$ cat src/rtl/i2c_irq_pkg.sv
package i2c_irq_pkg;
    localparam int DATA_W = 16;
    localparam int ADDR_W = 2;
    localparam int TOP_W  = 2;

    // master status bit positions (decoded by the transfer engine and software)
    localparam int B_NAK_ADDR  = 4;
    localparam int B_NAK_DATA  = 5;
    localparam int B_ARB_LOST  = 6;
    localparam int B_TIMEOUT   = 7;
    localparam int B_BAD_PARAM = 8;
    localparam int B_STOP_DONE = 9;
    localparam int B_AUTO_DONE = 10;
    localparam int B_MAN_DONE  = 11;
    localparam int B_TX_SVC    = 12;
    localparam int B_RX_SVC    = 13;

    localparam logic [DATA_W-1:0] STICKY_MASK = 16'h0FF0;
    localparam logic [DATA_W-1:0] LEVEL_MASK  = 16'h3000;
    localparam logic [DATA_W-1:0] ERR_MASK    = 16'h01F0;
    localparam logic [DATA_W-1:0] MAP_MASK    = STICKY_MASK | LEVEL_MASK;

    typedef enum logic [ADDR_W-1:0] {
        REG_TOP_STAT = 2'd0,
        REG_TOP_EN   = 2'd1,
        REG_MST_EN   = 2'd2,
        REG_MST_STAT = 2'd3
    } reg_sel_e;

    typedef enum logic {
        SUM_IDLE = 1'b0,
        SUM_PEND = 1'b1
    } sum_state_e;
endpackage

$ cat src/rtl/i2c_irq_status.sv
module i2c_irq_status
    import i2c_irq_pkg::*;
(
    input  logic              clk,
    input  logic              rst_n,
    input  logic [DATA_W-1:0] src_i,
    input  logic              clr_we_i,
    input  logic              en_we_i,
    input  logic [DATA_W-1:0] wdata_i,
    output logic [DATA_W-1:0] status_o,
    output logic [DATA_W-1:0] enable_o,
    output logic              hit_o,
    output logic              err_o
);
    logic [DATA_W-1:0] en_q;
    logic              unused_bits;

    assign unused_bits = ^(src_i & ~MAP_MASK);

    for (genvar i = 0; i < DATA_W; i++) begin : g_bit
        if (STICKY_MASK[i]) begin : g_sticky
            logic bit_q;
            always_ff @(posedge clk or negedge rst_n) begin
                if (!rst_n) bit_q <= 1'b0;
                else        bit_q <= src_i[i] | (bit_q & ~(clr_we_i & wdata_i[i]));
            end
            assign status_o[i] = bit_q;
        end else if (LEVEL_MASK[i]) begin : g_level
            logic bit_q;
            always_ff @(posedge clk or negedge rst_n) begin
                if (!rst_n) bit_q <= 1'b0;
                else        bit_q <= src_i[i];
            end
            assign status_o[i] = bit_q;
        end else begin : g_none
            assign status_o[i] = 1'b0;
        end
    end

    always_ff @(posedge clk or negedge rst_n) begin
        if (!rst_n)       en_q <= '0;
        else if (en_we_i) en_q <= wdata_i & MAP_MASK;
    end

    assign enable_o = en_q;
    assign hit_o    = |(status_o & en_q);
    assign err_o    = |(status_o & ERR_MASK);

    logic past_valid;
    always_ff @(posedge clk or negedge rst_n) begin
        if (!rst_n) past_valid <= 1'b0;
        else        past_valid <= 1'b1;
    end

    // an event always sets its bit, even against a clearing write
    a_r2_event_sets_bit: assert property (@(posedge clk) disable iff (!rst_n)
        (|(src_i & STICKY_MASK)) |=>
            ((status_o & $past(src_i & STICKY_MASK)) == $past(src_i & STICKY_MASK)));

    a_r3_clear_wins_without_event: assert property (@(posedge clk) disable iff (!rst_n)
        (clr_we_i && |(wdata_i & STICKY_MASK & ~src_i)) |=>
            ((status_o & $past(wdata_i & STICKY_MASK & ~src_i)) == '0));

    a_r5_level_follows: assert property (@(posedge clk) disable iff (!rst_n)
        past_valid |-> ((status_o & LEVEL_MASK) == $past(src_i & LEVEL_MASK)));
endmodule

$ cat src/rtl/i2c_irq_summary.sv
module i2c_irq_summary
    import i2c_irq_pkg::*;
(
    input  logic clk,
    input  logic rst_n,
    input  logic hit_i,
    input  logic ack_i,
    output logic pend_o
);
    sum_state_e state_q, state_d;

    always_ff @(posedge clk or negedge rst_n) begin
        if (!rst_n) state_q <= SUM_IDLE;
        else        state_q <= state_d;
    end

    always_comb begin
        state_d = state_q;
        unique case (state_q)
            SUM_IDLE: if (hit_i)           state_d = SUM_PEND;  // raise
            SUM_PEND: if (ack_i && !hit_i) state_d = SUM_IDLE;  // acknowledge
            default:                       state_d = SUM_IDLE;
        endcase
    end

    always_comb begin
        unique case (state_q)
            SUM_PEND: pend_o = 1'b1;
            default:  pend_o = 1'b0;
        endcase
    end

    a_r7_raise: assert property (@(posedge clk) disable iff (!rst_n)
        hit_i |=> pend_o);

    a_r7_hold: assert property (@(posedge clk) disable iff (!rst_n)
        (pend_o && !ack_i) |=> pend_o);
endmodule

$ cat src/rtl/i2c_irq_ctrl.sv
module i2c_irq_ctrl
    import i2c_irq_pkg::*;
(
    input  logic              clk,
    input  logic              rst_n,
    input  logic              rx_svc_i,
    input  logic              tx_svc_i,
    input  logic              man_done_i,
    input  logic              auto_done_i,
    input  logic              stop_done_i,
    input  logic              bad_param_i,
    input  logic              timeout_i,
    input  logic              arb_lost_i,
    input  logic              nak_data_i,
    input  logic              nak_addr_i,
    input  logic              slv_sum_i,
    input  logic              wr_en_i,
    input  logic [ADDR_W-1:0] wr_addr_i,
    input  logic [DATA_W-1:0] wr_data_i,
    input  logic [ADDR_W-1:0] rd_addr_i,
    output logic [DATA_W-1:0] rd_data_o,
    output logic              err_any_o,
    output logic              irq_o
);
    logic [DATA_W-1:0] src;
    logic [DATA_W-1:0] mst_stat, mst_en;
    logic              hit, pend;
    logic              slv_q, irq_q;
    logic [TOP_W-1:0]  top_en_q, top_stat;
    logic              wr_top_stat, wr_top_en, wr_mst_en, wr_mst_stat;

    always_comb begin
        src              = '0;
        src[B_NAK_ADDR]  = nak_addr_i;
        src[B_NAK_DATA]  = nak_data_i;
        src[B_ARB_LOST]  = arb_lost_i;
        src[B_TIMEOUT]   = timeout_i;
        src[B_BAD_PARAM] = bad_param_i;
        src[B_STOP_DONE] = stop_done_i;
        src[B_AUTO_DONE] = auto_done_i;
        src[B_MAN_DONE]  = man_done_i;
        src[B_TX_SVC]    = tx_svc_i;
        src[B_RX_SVC]    = rx_svc_i;
    end

    assign wr_top_stat = wr_en_i && (reg_sel_e'(wr_addr_i) == REG_TOP_STAT);
    assign wr_top_en   = wr_en_i && (reg_sel_e'(wr_addr_i) == REG_TOP_EN);
    assign wr_mst_en   = wr_en_i && (reg_sel_e'(wr_addr_i) == REG_MST_EN);
    assign wr_mst_stat = wr_en_i && (reg_sel_e'(wr_addr_i) == REG_MST_STAT);

    i2c_irq_status u_status (
        .clk      (clk),
        .rst_n    (rst_n),
        .src_i    (src),
        .clr_we_i (wr_mst_stat),
        .en_we_i  (wr_mst_en),
        .wdata_i  (wr_data_i),
        .status_o (mst_stat),
        .enable_o (mst_en),
        .hit_o    (hit),
        .err_o    (err_any_o)
    );

    i2c_irq_summary u_summary (
        .clk    (clk),
        .rst_n  (rst_n),
        .hit_i  (hit),
        .ack_i  (wr_top_stat && wr_data_i[0]),
        .pend_o (pend)
    );

    always_ff @(posedge clk or negedge rst_n) begin
        if (!rst_n) begin
            slv_q    <= 1'b0;
            top_en_q <= '0;
            irq_q    <= 1'b0;
        end else begin
            slv_q <= slv_sum_i;
            if (wr_top_en) top_en_q <= wr_data_i[TOP_W-1:0];
            irq_q <= |(top_stat & top_en_q);
        end
    end

    assign top_stat = {slv_q, pend};
    assign irq_o    = irq_q;

    always_comb begin
        unique case (reg_sel_e'(rd_addr_i))
            REG_TOP_STAT: rd_data_o = {{(DATA_W-TOP_W){1'b0}}, top_stat};
            REG_TOP_EN:   rd_data_o = {{(DATA_W-TOP_W){1'b0}}, top_en_q};
            REG_MST_EN:   rd_data_o = mst_en;
            REG_MST_STAT: rd_data_o = mst_stat;
            default:      rd_data_o = '0;
        endcase
    end

    a_r9_irq_needs_enable: assert property (@(posedge clk) disable iff (!rst_n)
        irq_o |-> ($past(top_en_q) != '0));

    a_r8_slave_tracks: assert property (@(posedge clk) disable iff (!rst_n)
        slv_sum_i |=> top_stat[1]);

    a_r10_err_has_source: assert property (@(posedge clk) disable iff (!rst_n)
        err_any_o |-> ((mst_stat & ERR_MASK) != '0));
endmodule

$ cat config.mk
export PLATFORM = sky130hd
export DESIGN_NAME = i2c_irq_ctrl
export DESIGN_NICKNAME = d
export VERILOG_FILES = /design/src/rtl/i2c_irq_pkg.sv /design/src/rtl/i2c_irq_status.sv /design/src/rtl/i2c_irq_summary.sv /design/src/rtl/i2c_irq_ctrl.sv
export SDC_FILE = /design/constraint.sdc
export NUM_CORES = 1
export LEC_CHECK = 0
export BUFFER_PORTS_ARGS = -buffer_cell sky130_fd_sc_hd__buf_2
export CORE_MARGIN = 3
export CORE_UTILIZATION = 30
export DETAILED_ROUTE_END_ITERATION = 7
export GPL_TIMING_DRIVEN = 0
export SLEW_MARGIN = 0
export SYNTH_ARGS = -nofsm -noshare
export SYNTH_HDL_FRONTEND = slang
export SYNTH_SLANG_ARGS = --single-unit
$ cat constraint.sdc
create_clock -name clk -period 2.1 [get_ports clk]
set_clock_uncertainty 0.1 [all_clocks]
set_input_delay 0.315 -clock clk [delete_from_list [all_inputs] [get_ports clk]]
set_output_delay 0.315 -clock clk [all_outputs]
set_load 0.01 [all_outputs]
==> flow_summary.yaml <==
global_routing:
  grt_first_pass_wirelength_um: 4710
  overflow: 0
  grt_pass1_vias: 990
  grt_start_max_net_pins: 26
  grt_use_total: 0.117
  antenna_found_initial: 0
synth:
  synth-seq-cells: 25
  synth_top_family_by_area: "multiplexers"
  synth-warning-count: 0
  synth_cells: 102
  synth-seq-area-share: 0.500
  yosysUniqueCellTypes: 20
  synthSimpleGateAreaFrac: 0.130
  synth-compound-area-share: 0.0850
  synth_mux_area_frac: 0.234
  synth_xor_area_frac: 0
  synth_area_um2: 1250
  synth_fa_ha_area_frac: 0
  avgSynthCellArea_um2: 12.3
clock_network:
  clk_latency_ps: 270
  ctsResizeCount: 0
  cts_tree: "yes"
  cts_hold_buf: 1
  htreeDepth: 1
  clkTransAtPathRegs_ps: 90
  cts_made_buffers: 3
  post-cts-setup-buffers: 0
  clockBufferDepth: 2
  clockRootBuffer: "clkbuf_8"
  cts_num_sinks: 25
worst_hold_path:
  min_from: "tx_svc_i"
  hold_path.class: "in2reg"
floorplan:
  core_um2: 3830
  die_h_um: 70.6
  ios: 52
  die_width_um: 70.6
  die_area_um2: 4980
  fp-row-count: 22
  start_util: 0.327
timing:
  post-route-period-util: 0.726
  tns_ps: 0
  hold_viol_final: 0
  maxSlewHeadroom: 0.625
  final_max_slew_viol_count: 0
  period_minus_slack_ps: 1520
  rsz0062_at_grt: "false"
  tightest_slew_ps: 562
  finalSetupViolations: 0
  fmax_ghz: 0.656
drt:
  vias: 928
  firstDrtPassIters: 4
  wirelength_um: 2820
  viasPerCell: 4.62
  wl_per_cell_um: 14.0
  first_iter_violations: 28
  final_antenna_net_count: 0
  drc: 0
setup_path:
  cp-start-kind: "flip-flop"
  startpoint: "u_status.g_bit[4].g_sticky.bit_q$_DFF_PN0_"
  crit_type: "reg2out"
  crit_arrival_ps: 1110
  cp.required_ps: 1680
  r2r-start: "u_status.g_bit[6].g_sticky.bit_q$_DFF_PN0_"
  cp-end-kind: "output port"
  critPathMaxFanout: 4
finish:
  multi_input_area_um2: 577
  finalCoreUtilization: 0.416
  fill_cells: 379
  fin_nets: 188
  drive_gt1_frac: 0.431
  syn_to_final_growth_pct: 27.3
  regArea_um2: 626
  n_antenna_cell: 0
placement:
  gp_congestion: 0.767
  numPortBuffers: 43
power_and_ir_drop:
  pwr_density_cell_nw_per_um2: 705
  leakagePower_nw: 0.796
  vdd_drop_max_mv: 0.558
flow_run:
  drv_cap: 0
run_status:
  status: "finished clean"
where the power goes:
| group | switching [W] | internal (W) | leakage [nW] |
|---|---|---|---|
| logic | 0.000101 | 0.000146 | 0.503 |
| clock network | 0.000157 | 0.000136 | 0.0228 |
| registers | 0.0000457 | 0.000537 | 0.270 |
| total | 0.000304 | 0.000819 | 0.796 |
flip-flops by register name (all words and copies together), names as in the netlist:
name                           flops
irq_o                              1
slv_q                              1
top_en_q                           2
u_status.enable_o                 10
u_status.g_bit.g_level.bit_q       2
u_status.g_bit.g_sticky.bit_q      8
u_summary.state_q                  1
worst max-delay path, stage by stage (launching register included):
cell,delay [ps]
dfrtp_1,430
nor3_1,190
nand2_1,80
buf_2,140
cell families (layout without fill, tap and decap cells):
kind of cell / Yosys count / in the layout
AO/OA/AOI/OAI: 14 / 14
buffers and inverters: 8 / 56
flip-flops: 25 / 25
multiplexers: 24 / 24
other: 1 / 4
AND/OR/NAND/NOR: 30 / 30
synth_stat cells:
cell       count  area [um^2]
a21o_1         8         60.1
a22o_1         1         8.76
a22oi_1        5         37.5
and3_1         1         6.26
and3_2         1         7.51
buf_4          6         45.0
buf_6          1         11.3
clkbuf_1       1         3.75
conb_1         1         3.75
dfrtp_1       25          626
mux2_2         2         22.5
mux2_4        10          150
mux2i_1       12          120
nand2_1       10         37.5
nand3b_1       2         15.0
nand4_1        1         6.26
nand4bb_1      1         11.3
nor2_1         3         11.3
nor2b_1       10         62.6
nor3_1         1         5.00
through the flow:
step	power [W]	area, um^2	instances	setup slack (ps)	hold slack [ps]
floorplan	0.000740	1260	105	891	-80.6
global placement	0.000832	1540	196	585	235
detailed placement	0.000841	1540	196	584	249
CTS	0.00113	1590	201	570	39.8
global route	0.00118	1590	201	477	35.3
finish	0.00112	1590	201	575	42.5
cell usage in the layout (no fill, tap or decap), drive strengths merged:
master / instances
mux2i: 12
dfrtp: 25
buf: 50
nor2: 3
conb: 4
and3: 2
mux2: 12
nor2b: 10
a22o: 1
nand3b: 2
clkbuf: 5
dlygate4sd3: 1
nand4: 1
a22oi: 5
nand2: 10
a21o: 8
nor3: 1
nand4bb: 1
per-layer routing:
metal  share of wire  global-route usage  up-vias  wire, um
li1                -                   -      450         -
met1            0.43               0.155      445      1230
met2            0.49               0.192       31      1380
met3           0.073              0.0426        2       206
met4          0.0035              0.0125        0        10
met5               0                   0        -         0
final cells by class:
type                       instances  share of cell area
sequential                        25               0.393
clock buffer                       4              0.0283
timing repair buffer              44               0.141
multi-input combinational         72               0.362
tap                               48              0.0377
buffer                             8              0.0377
worst paths after layout:
kind / end / slack [ps] / cells past startpoint
worst max-delay path: err_any_o / 580 / 3
worst min-delay path: u_status.g_bit[12].g_level.bit_q$_DFF_PN0_ / 40 / 1
worst max register to register: u_summary.state_q$_DFF_PN0_ / 960 / 3
worst min register to register: u_status.g_bit[10].g_sticky.bit_q$_DFF_PN0_ / 430 / 1
max in group asynchronous: slv_q$_DFF_PN0_ / 1070 / 2
min in group asynchronous: u_status.g_bit[4].g_sticky.bit_q$_DFF_PN0_ / 460 / 2
Power figures use the tool's default switching activity.
